**src/rtl/ckb_pkg.sv**
```systemverilog
package ckb_pkg;
  typedef enum logic [1:0] {
    ST_WRITE = 2'd0,
    ST_ISSUE = 2'd1,
    ST_CHECK = 2'd2,
    ST_HALT  = 2'd3
  } ckb_state_e;

  typedef enum logic [1:0] {
    VW_ADDR = 2'd0,
    VW_EXP  = 2'd1,
    VW_ACT  = 2'd2
  } ckb_view_e;
endpackage

```
**src/rtl/ckb_pattern.sv**
```systemverilog
module ckb_pattern #(
  parameter int unsigned DATA_W = 18,
  parameter logic [DATA_W-1:0] SEED = 18'h2AAAA
) (
  input  logic              odd_addr,
  input  logic              swapped,
  output logic [DATA_W-1:0] word
);
  // complement lands on odd addresses in half-pass A, even ones in B
  assign word = (odd_addr ^ swapped) ? ~SEED : SEED;
endmodule

```
**src/rtl/ckb_compare.sv**
```systemverilog
module ckb_compare #(
  parameter int unsigned DATA_W = 18
) (
  input  logic [DATA_W-1:0] rd_word,
  input  logic [DATA_W-1:0] exp_word,
  input  logic [DATA_W-1:0] ignore,
  output logic              bad
);
  assign bad = |((rd_word ^ exp_word) & ~ignore);
endmodule

```
**src/rtl/ckb_display.sv**
```systemverilog
module ckb_display #(
  parameter int unsigned DATA_W = 18,
  parameter int unsigned ADDR_W = 4
) (
  input  logic                halted,
  input  ckb_pkg::ckb_view_e  view,
  input  logic [ADDR_W-1:0]   fail_addr,
  input  logic [DATA_W-1:0]   exp_word,
  input  logic [DATA_W-1:0]   act_word,
  input  logic [DATA_W-1:0]   pass_cnt,
  output logic [DATA_W-1:0]   shown
);
  import ckb_pkg::*;
  localparam int unsigned PADW = DATA_W - ADDR_W;

  always_comb begin
    if (!halted) begin
      shown = pass_cnt;
    end else begin
      case (view)
        VW_EXP:  shown = exp_word;
        VW_ACT:  shown = act_word;
        default: shown = {{PADW{1'b0}}, fail_addr};
      endcase
    end
  end
endmodule

```
**src/rtl/ckb_tester.sv**
```systemverilog
module ckb_tester #(
  parameter int unsigned DATA_W = 18,
  parameter int unsigned DEPTH  = 16,
  parameter int unsigned ADDR_W = $clog2(DEPTH),
  parameter logic [DATA_W-1:0] SEED = 18'h2AAAA
) (
  input  logic              clk,
  input  logic              rst,
  output logic [ADDR_W-1:0] mem_addr,
  output logic              mem_we,
  output logic [DATA_W-1:0] mem_wdata,
  input  logic [DATA_W-1:0] mem_rdata,
  input  logic [DATA_W-1:0] sw_mask,
  input  logic              cont,
  output logic              halt,
  output logic [DATA_W-1:0] display
);
  import ckb_pkg::*;
  localparam logic [ADDR_W-1:0] LAST = ADDR_W'(DEPTH - 1);

  ckb_state_e        state_q;
  ckb_view_e         view_q;
  logic [ADDR_W-1:0] addr_q;
  logic              phase_b_q;
  logic [DATA_W-1:0] pass_q;
  logic [DATA_W-1:0] exp_q;
  logic [DATA_W-1:0] act_q;
  logic [DATA_W-1:0] pat_word;
  logic              mismatch;

  ckb_pattern #(.DATA_W(DATA_W), .SEED(SEED)) u_pat (
    .odd_addr (addr_q[0]),
    .swapped  (phase_b_q),
    .word     (pat_word)
  );

  ckb_compare #(.DATA_W(DATA_W)) u_cmp (
    .rd_word  (mem_rdata),
    .exp_word (pat_word),
    .ignore   (sw_mask),
    .bad      (mismatch)
  );

  ckb_display #(.DATA_W(DATA_W), .ADDR_W(ADDR_W)) u_disp (
    .halted    (halt),
    .view      (view_q),
    .fail_addr (addr_q),
    .exp_word  (exp_q),
    .act_word  (act_q),
    .pass_cnt  (pass_q),
    .shown     (display)
  );

  always_ff @(posedge clk) begin
    if (rst) begin
      state_q   <= ST_WRITE;
      view_q    <= VW_ADDR;
      addr_q    <= '0;
      phase_b_q <= 1'b0;
      pass_q    <= '0;
      exp_q     <= '0;
      act_q     <= '0;
    end else begin
      case (state_q)
        ST_WRITE: begin
          if (addr_q == LAST) begin
            addr_q  <= '0;
            state_q <= ST_ISSUE;
          end else begin
            addr_q <= addr_q + 1'b1;
          end
        end
        ST_ISSUE: state_q <= ST_CHECK;
        ST_CHECK: begin
          if (mismatch) begin
            state_q <= ST_HALT;
            view_q  <= VW_ADDR;
            exp_q   <= pat_word;
            act_q   <= mem_rdata;
          end else if (addr_q == LAST) begin
            addr_q    <= '0;
            state_q   <= ST_WRITE;
            phase_b_q <= ~phase_b_q;
            if (phase_b_q) pass_q <= pass_q + 1'b1;
          end else begin
            addr_q  <= addr_q + 1'b1;
            state_q <= ST_ISSUE;
          end
        end
        default: begin
          if (cont) begin
            case (view_q)
              VW_ADDR: view_q <= VW_EXP;
              VW_EXP:  view_q <= VW_ACT;
              default: begin
                view_q    <= VW_ADDR;
                state_q   <= ST_WRITE;
                addr_q    <= '0;
                phase_b_q <= 1'b0;
              end
            endcase
          end
        end
      endcase
    end
  end

  assign halt      = (state_q == ST_HALT);
  assign mem_we    = (state_q == ST_WRITE);
  assign mem_addr  = addr_q;
  assign mem_wdata = pat_word;
endmodule

```
**config.mk**
```make
export PLATFORM = sky130hd
export DESIGN_NAME = ckb_tester
export DESIGN_NICKNAME = d
export VERILOG_FILES = /design/src/rtl/ckb_pkg.sv /design/src/rtl/ckb_pattern.sv /design/src/rtl/ckb_compare.sv /design/src/rtl/ckb_display.sv /design/src/rtl/ckb_tester.sv
export SDC_FILE = /design/constraint.sdc
export NUM_CORES = 1
export LEC_CHECK = 0
export BUFFER_PORTS_ARGS = -buffer_cell sky130_fd_sc_hd__clkbuf_2
export CAP_MARGIN = 20
export CORE_MARGIN = 2
export CORE_UTILIZATION = 35
export CTS_CLUSTER_SIZE = 25
export DETAILED_ROUTE_END_ITERATION = 8
export HOLD_SLACK_MARGIN = 0.08
export PLACE_DENSITY_LB_ADDON = 0.15
export SYNTH_ARGS = -nofsm -noshare
export SYNTH_HDL_FRONTEND = slang
export SYNTH_SLANG_ARGS = --single-unit
```
**constraint.sdc**
```tcl
create_clock -name clk -period 3.6 [get_ports clk]
set_clock_uncertainty 0.05 [all_clocks]
set_input_delay 1.08 -clock clk [delete_from_list [all_inputs] [get_ports clk]]
set_output_delay 1.08 -clock clk [all_outputs]
set_load 0.03 [all_outputs]
```
==> results of run 1 <==
==> cell type report <==
| type | count | area share [%] |
|---|---|---|
| inverters | 40 | 4.24 |
| well taps | 108 | 3.82 |
| multi-input cells | 287 | 50.6 |
| clock buffers | 6 | 2.05 |
| repair buffers | 85 | 12.4 |
| flip-flops and latches | 47 | 26.6 |
| clock inverters | 2 | 0.354 |
==> path summary, 6_finish.rpt <==
kind / start / end / slack [ns] / depth (start not counted)
min: act_q[6] / act_q[6] / 0.43 / 2
max reg2reg: mem_addr[0] / pass_q[15] / 0.61 / 6
max: view_q[0] / display[6] / 0.37 / 5
min reg2reg: act_q[6] / act_q[6] / 0.43 / 2
==> cells by family (layout without fill, tap and decap cells) <==
group / after synthesis / after routing / share of synthesized area, %
AOI/OAI and AO/OA: 124 / 124 / 24.2
xor gates and xnor gates: 1 / 1 / 0.525
adders and majority gates: 9 / 9 / 3.63
buffers and inverters: 82 / 133 / 12.0
DFF: 47 / 47 / 30.3
muxes: 20 / 20 / 7.18
and+or+nand+nor: 133 / 133 / 22.1
==> state kept, by name, summed over array words and instances, names as in the netlist <==
signal,count
pass_q,18
mem_addr,4
view_q,2
act_q,18
exp_q,2
phase_b_q,1
state_q,2
==> metrics by stage <==
step	util [%]	setup WS, ns	power (mW)
after global placement	39.8	0.391	1.23
final	40.8	0.366	1.55
after global routing	40.8	0.211	1.63
after detailed placement	39.8	0.362	1.24
after CTS	40.8	0.348	1.56
after floorplan	-	0.686	1.17
==> cell usage after synthesis, types with 2 or more instances <==
cell / n / area share (%)
o311ai_0: 2 / 0.56
nand2_1: 11 / 1.3
buf_1: 3 / 0.36
nor2_1: 46 / 5.6
or4_1: 2 / 0.48
or3_1: 3 / 0.61
mux2i_1: 2 / 0.65
mux2_2: 18 / 6.5
a211oi_1: 3 / 0.73
buf_4: 17 / 4.1
o31ai_1: 2 / 0.48
nand4_1: 5 / 1.0
o21ai_0: 25 / 4.0
nor4_4: 2 / 1.4
o221ai_1: 4 / 1.1
nand3_1: 26 / 4.2
o31a_1: 3 / 0.85
nor4_1: 8 / 1.6
o32ai_1: 2 / 0.56
and2_1: 4 / 0.81
o21ai_1: 2 / 0.32
and3_1: 2 / 0.40
ha_1: 9 / 3.6
clkbuf_1: 22 / 2.7
o22ai_1: 27 / 5.4
nand2b_1: 3 / 0.61
inv_1: 39 / 4.7
nor3_1: 14 / 2.3
a21oi_1: 45 / 7.3
dfxtp_1: 47 / 30
==> per-layer routing <==
layer	GRT usage, %	wire length (microns)
met5	0	0
met4	4.43	115
met3	2.58	428
met2	29.0	4110
met1	26.5	4250
==> worst max-delay path: cells and delay by family, from the launching register on <==
kind                       cells  cell delay [ns]
adders and majority gates      1             0.44
DFF                            1             0.37
and+or+nand+nor                1             0.36
buffers and inverters          2             0.33
AOI/OAI and AO/OA              1             0.30
==> power groups by stage <==
stage / combinational (mW) / clock (mW) / sequential [mW]
final: 0.652 / 0.326 / 0.572
after global routing: 0.702 / 0.350 / 0.578
after CTS: 0.654 / 0.335 / 0.572
after detailed placement: 0.652 / 0 / 0.584
after global placement: 0.651 / 0 / 0.584
after floorplan: 0.580 / 0 / 0.587
==> metrics.yaml, run 1 <==
run_status:
  status: "completed"
route:
  drt_iter0_markers: 198
  drt-pass1-iter-count: 4
  wl_per_cell_microns: 15.5
  drc: 0
  routed_wirelength_mm: 8.90
  ant_nets: 0
  vias: 3170
  viasPerCell: 5.51
layout:
  design_area_sq_um: 3540
  seq_area_sq_um: 941
  antennaDiodeCount: 0
  layout_commonest_cell: "clkbuf_2"
  final_cell_mix: "80 x clkbuf_2, 47 x dfxtp_1, 46 x nor2_1"
  fill_cells: 947
  multi_input_area_sq_um: 1790
  drive_gt1_share_pct: 25.5
  nets: 514
  synthToLayoutAreaGrowth_pct: 14.1
  final_cells: 575
place:
  place_inst: 567
  gp_congestion: 0.849
  io_buffers: 80
  dp_hpwl_mm: 6.67
  dpl_cell_area_sq_um: 3450
sta:
  worst_pin_slew_ns: 0.798
  hold_viol: 0
  drv_slew: 0
  fin_tns_setup_ns: 0
  max-slew-margin-rel_pct: 46.8
  fin_crit_sh_pct: 89.8
  setup_viol: 0
  whs_ns: 0.431
  rsz0062_at_grt: "false"
  period_minus_slack_ns: 3.23
  clock.fmax_ghz: 0.309
clocking:
  tritoncts: "done"
  cts_buffers: 5
  cts_hold_buffers: 0
  cts_setup_buffers: 0
  clk_latency_ns: 0.30
  cts_sinks: 47
  h-tree-depth: 2
  ctsResizeCount: 0
  cts.reportedPaths.clkPinSlew_ns: 0.09
  clk_path_buf_depth: 2
  root_buffer: "clkbuf_8"
worst_setup_path:
  path_cells: "inv_1 > ha_1 > nand2_1 > o22ai_1 > clkbuf_2"
  cp.arrival_ns: 2.10
  required_ns: 2.47
  max_stage_delay_ns: 0.44
  end_kind: "output port"
  slowest_stage: "ha_1"
  critical_path.max_fanout: 14
  worst_setup_path_start_kind: "register"
  worstSetupPathType: "register to output port"
grt:
  grt_pass1_vias: 2895
  grt_usage_pct: 18.3
  grt_pass1_wl_mm: 14.6
  grt_max_degree: 34
  antenna_found_initial: 0
  grt-ovfl-total: 0
power_and_ir_drop:
  intPower_mw: 0.863
  p_leak_nw: 1.39
  power_frac_clock_pct: 21.0
  seqPwrFrac_pct: 36.9
  powerDensity_nw_per_um2: 438
  combPwrFrac_pct: 42.1
  switching_share_pct: 44.3
  vdd_ir_drop_max_mv: 0.353
  p_sw_mw: 0.687
yosys:
  synth.yosys.warnings: 0
  synth_edf_count: 0
  synth.distinct_cells: 48
  syn-num-nets: 464
  syn_avg_cell_area_sq_um: 7.46
  synthArstFlopShare_pct: 0
  ys_seq_area_share_pct: 30.3
  ys_seq_elements: 47
  syn-cell-area_sq_um: 3100
  synthCells: 416
  synth_top_flop_cell: "dfxtp_1"
floorplanning:
  row_count: 34
  dieArea_sq_um: 9630
  dieHeight_microns: 98.1
  start_util_pct: 35.7
  core-area_sq_um: 8680
  boundaryPins: 81
  die_w_microns: 98.1
hold_path:
  hold_class: "register to register"
flow_run:
  drv_cap: 0
(Power assumes the default switching activity.)
==> run 2, diff against run 1 <==
- CELL_PAD_IN_SITES_DETAIL_PLACEMENT: default -> 0
- CELL_PAD_IN_SITES_GLOBAL_PLACEMENT: default -> 1
==> run 2 against run 1 <==
Against the previous run: core utilization grew 0.12 points; wire length grew 0.40%; combinational power grew 0.9%; via count shrank 2.3%; largest power group unchanged.
==> metrics.yaml, run 2 (same netlist as run 1, synthesis figures left out) <==
grt:
  antenna_found_initial: 0  # unchanged
  grt_pass1_wl_mm: 14.6  # about the same
  met2_usage_pct: 30.0  # was 29.0%
  use_met1_pct: 26.9  # was 26.5%
  grt-ovfl-total: 0  # unchanged
  grt_pass1_vias: 2913  # was 2895
  grt_max_degree: 55  # was 34
  grt_usage_pct: 18.7  # was 18.3%
  grt_busiest_layer: "met2"  # unchanged
  met3_usage_pct: 2.86  # was 2.58%
layout:
  multi_input_area_sq_um: 1790  # unchanged
  fill_cells: 960  # was 947
  final_cell_mix: "80 x clkbuf_2, 47 x dfxtp_1, 46 x nor2_1"  # unchanged
  seq_area_sq_um: 941  # unchanged
  nets: 515  # was 514
  antennaDiodeCount: 0  # unchanged
  fin_util_pct: 40.9  # was 40.8%
  layout_commonest_cell: "clkbuf_2"  # unchanged
  synthToLayoutAreaGrowth_pct: 14.4  # was 14.1%
  drive_gt1_share_pct: 25.7  # was 25.5%
  design_area_sq_um: 3550  # was 3540 sq um
power_and_ir_drop:
  seqPwrFrac_pct: 36.7  # was 36.9%
  p_total_mw: 1.56  # was 1.55 mW
  p_leak_nw: 1.40  # was 1.39 nW
  powerDensity_nw_per_um2: 440  # was 438 nW/um^2
  power_frac_clock_pct: 21.2  # was 21.0%
  switching_share_pct: 43.6  # was 44.3%
  p_sw_mw: 0.681  # was 0.687 mW
  combPwrFrac_pct: 42.1  # about the same
  intPower_mw: 0.880  # was 0.863 mW
  vdd_ir_drop_max_mv: 0.378  # was 0.353 mV
clocking:
  cts_buffers: 5  # unchanged
  cts_sinks: 47  # unchanged
  cts.reportedPaths.clkPinSlew_ns: 0.08  # was 0.09 ns
  cts_hold_buffers: 0  # unchanged
  tritoncts: "done"  # unchanged
  cts_setup_buffers: 0  # unchanged
  h-tree-depth: 2  # unchanged
  clk_path_buf_depth: 2  # unchanged
  clk_latency_ns: 0.30  # about the same
  root_buffer: "clkbuf_8"  # unchanged
  ctsResizeCount: 0  # unchanged
sta:
  fin_crit_sh_pct: 90.3  # was 89.8%
  clock.fmax_ghz: 0.307  # was 0.309 GHz
  hold_viol: 0  # unchanged
  rsz0062_at_grt: "false"  # unchanged
  setup_viol: 0  # unchanged
  drv_slew: 0  # unchanged
  fin_tns_setup_ns: 0  # unchanged
  worst_pin_slew_ns: 0.776  # was 0.798 ns
  period_minus_slack_ns: 3.25  # was 3.23 ns
  whs_ns: 0.430  # was 0.431 ns
  max-slew-margin-rel_pct: 48.2  # was 46.8%
floorplanning:
  start_util_pct: 35.7  # unchanged
  dieHeight_microns: 98.1  # unchanged
  dieArea_sq_um: 9630  # unchanged
  core-area_sq_um: 8680  # unchanged
  die_w_microns: 98.1  # unchanged
  row_count: 34  # unchanged
  boundaryPins: 81  # unchanged
run_status:
  status: "completed"  # unchanged
worst_setup_path:
  required_ns: 2.47  # about the same
  max_stage_delay_ns: 0.47  # was 0.44 ns
  worst_setup_path_start_kind: "register"  # unchanged
  reg2reg_depth: 6  # unchanged
  worstSetupPathType: "register to output port"  # unchanged
  r2r-end: "mem_addr[3]"  # was pass_q[15]
  r2r_start: "phase_b_q"  # was mem_addr[0]
  r2r_slack_ns: 0.42  # was 0.61 ns
  cp.arrival_ns: 2.12  # was 2.10 ns
  critical_path.max_fanout: 14  # unchanged
  slowest_stage: "ha_1"  # unchanged
  end_kind: "output port"  # unchanged
  path_cells: "inv_1 > ha_1 > nand2_1 > o22ai_1 > clkbuf_2"  # unchanged
place:
  io_buffers: 80  # unchanged
  dpl_cell_area_sq_um: 3460  # was 3450 sq um
  gp_congestion: 0.799  # was 0.849
  dp_hpwl_mm: 6.74  # was 6.67 mm
route:
  vias: 3097  # was 3170
  drt-pass1-iter-count: 4  # unchanged
  routed_wirelength_mm: 8.93  # was 8.90 mm
  drc: 0  # unchanged
  wl_per_cell_microns: 15.5  # about the same
  ant_nets: 0  # unchanged
  viasPerCell: 5.39  # was 5.51
  drt_iter0_markers: 123  # was 198
flow_run:
  drv_cap: 0  # unchanged
hold_path:
  hold_start: "act_q[17]"  # was act_q[6]
  hold_class: "register to register"  # unchanged
  holdPathEnd: "act_q[17]"  # was act_q[6]
  holdPathStages: 2  # unchanged
==> run 2: cell types whose count changed in the layout (fill, tap and decap cells not counted), sizes merged <==
cell	before	now
buf	5	6
clkinvlp	1	0
==> run 2: power by group through the flow <==
| stage | logic [mW] | clock network [mW] | registers [mW] |
|---|---|---|---|
| after CTS | 0.662 | 0.342 | 0.572 |
| after global placement | 0.658 | 0 | 0.585 |
| after detailed placement | 0.660 | 0 | 0.584 |
| final | 0.658 | 0.331 | 0.572 |
| after floorplan | 0.580 | 0 | 0.587 |
| after global routing | 0.713 | 0.362 | 0.576 |
==> run 2: metal layers <==
metal,wire (microns),vias to the layer above,share of wire [%]
met1,4410,1433,49
li1,-,1579,-
met5,0,-,0
met4,76,0,0.85
met3,417,5,4.7
met2,4030,80,45
==> run 2: stage by stage <==
stage	std cells	worst slack (ns)
3_3_place_gp	568	0.387
4_1_cts	575	0.321
6_report	575	0.348
2_1_floorplan	416	0.686
3_5_place_dp	568	0.368
5_1_grt	575	0.137
==> run 2: critical path, delay by kind of cell, from the launching register on <==
kind	cells	cell delay, ns
compound gates	1	0.29
fa+ha+maj	1	0.47
buf+inv	2	0.32
flops	1	0.37
simple gates	1	0.37
==> run 2: how the worst max path moves through the flow <==
stage,slack (ns),cells past startpoint,from,end
after floorplan,0.69,6,view_q[0],display[10]
after global placement,0.39,7,mem_rdata[4],mem_addr[3]
after detailed placement,0.37,7,mem_rdata[4],mem_addr[3]
after CTS,0.32,5,view_q[0],display[6]
after global routing,0.14,6,phase_b_q,mem_addr[1]
final,0.35,5,view_q[0],display[6]
==> run 2: area by class of cell <==
cell class | count | area share, %
repair buffers | 86 | 12.6
multi-input cells | 287 | 50.4
inverters | 40 | 4.23
flip-flops and latches | 47 | 26.5
clock buffers | 6 | 2.33
clock inverters | 1 | 0.141
well taps | 108 | 3.81
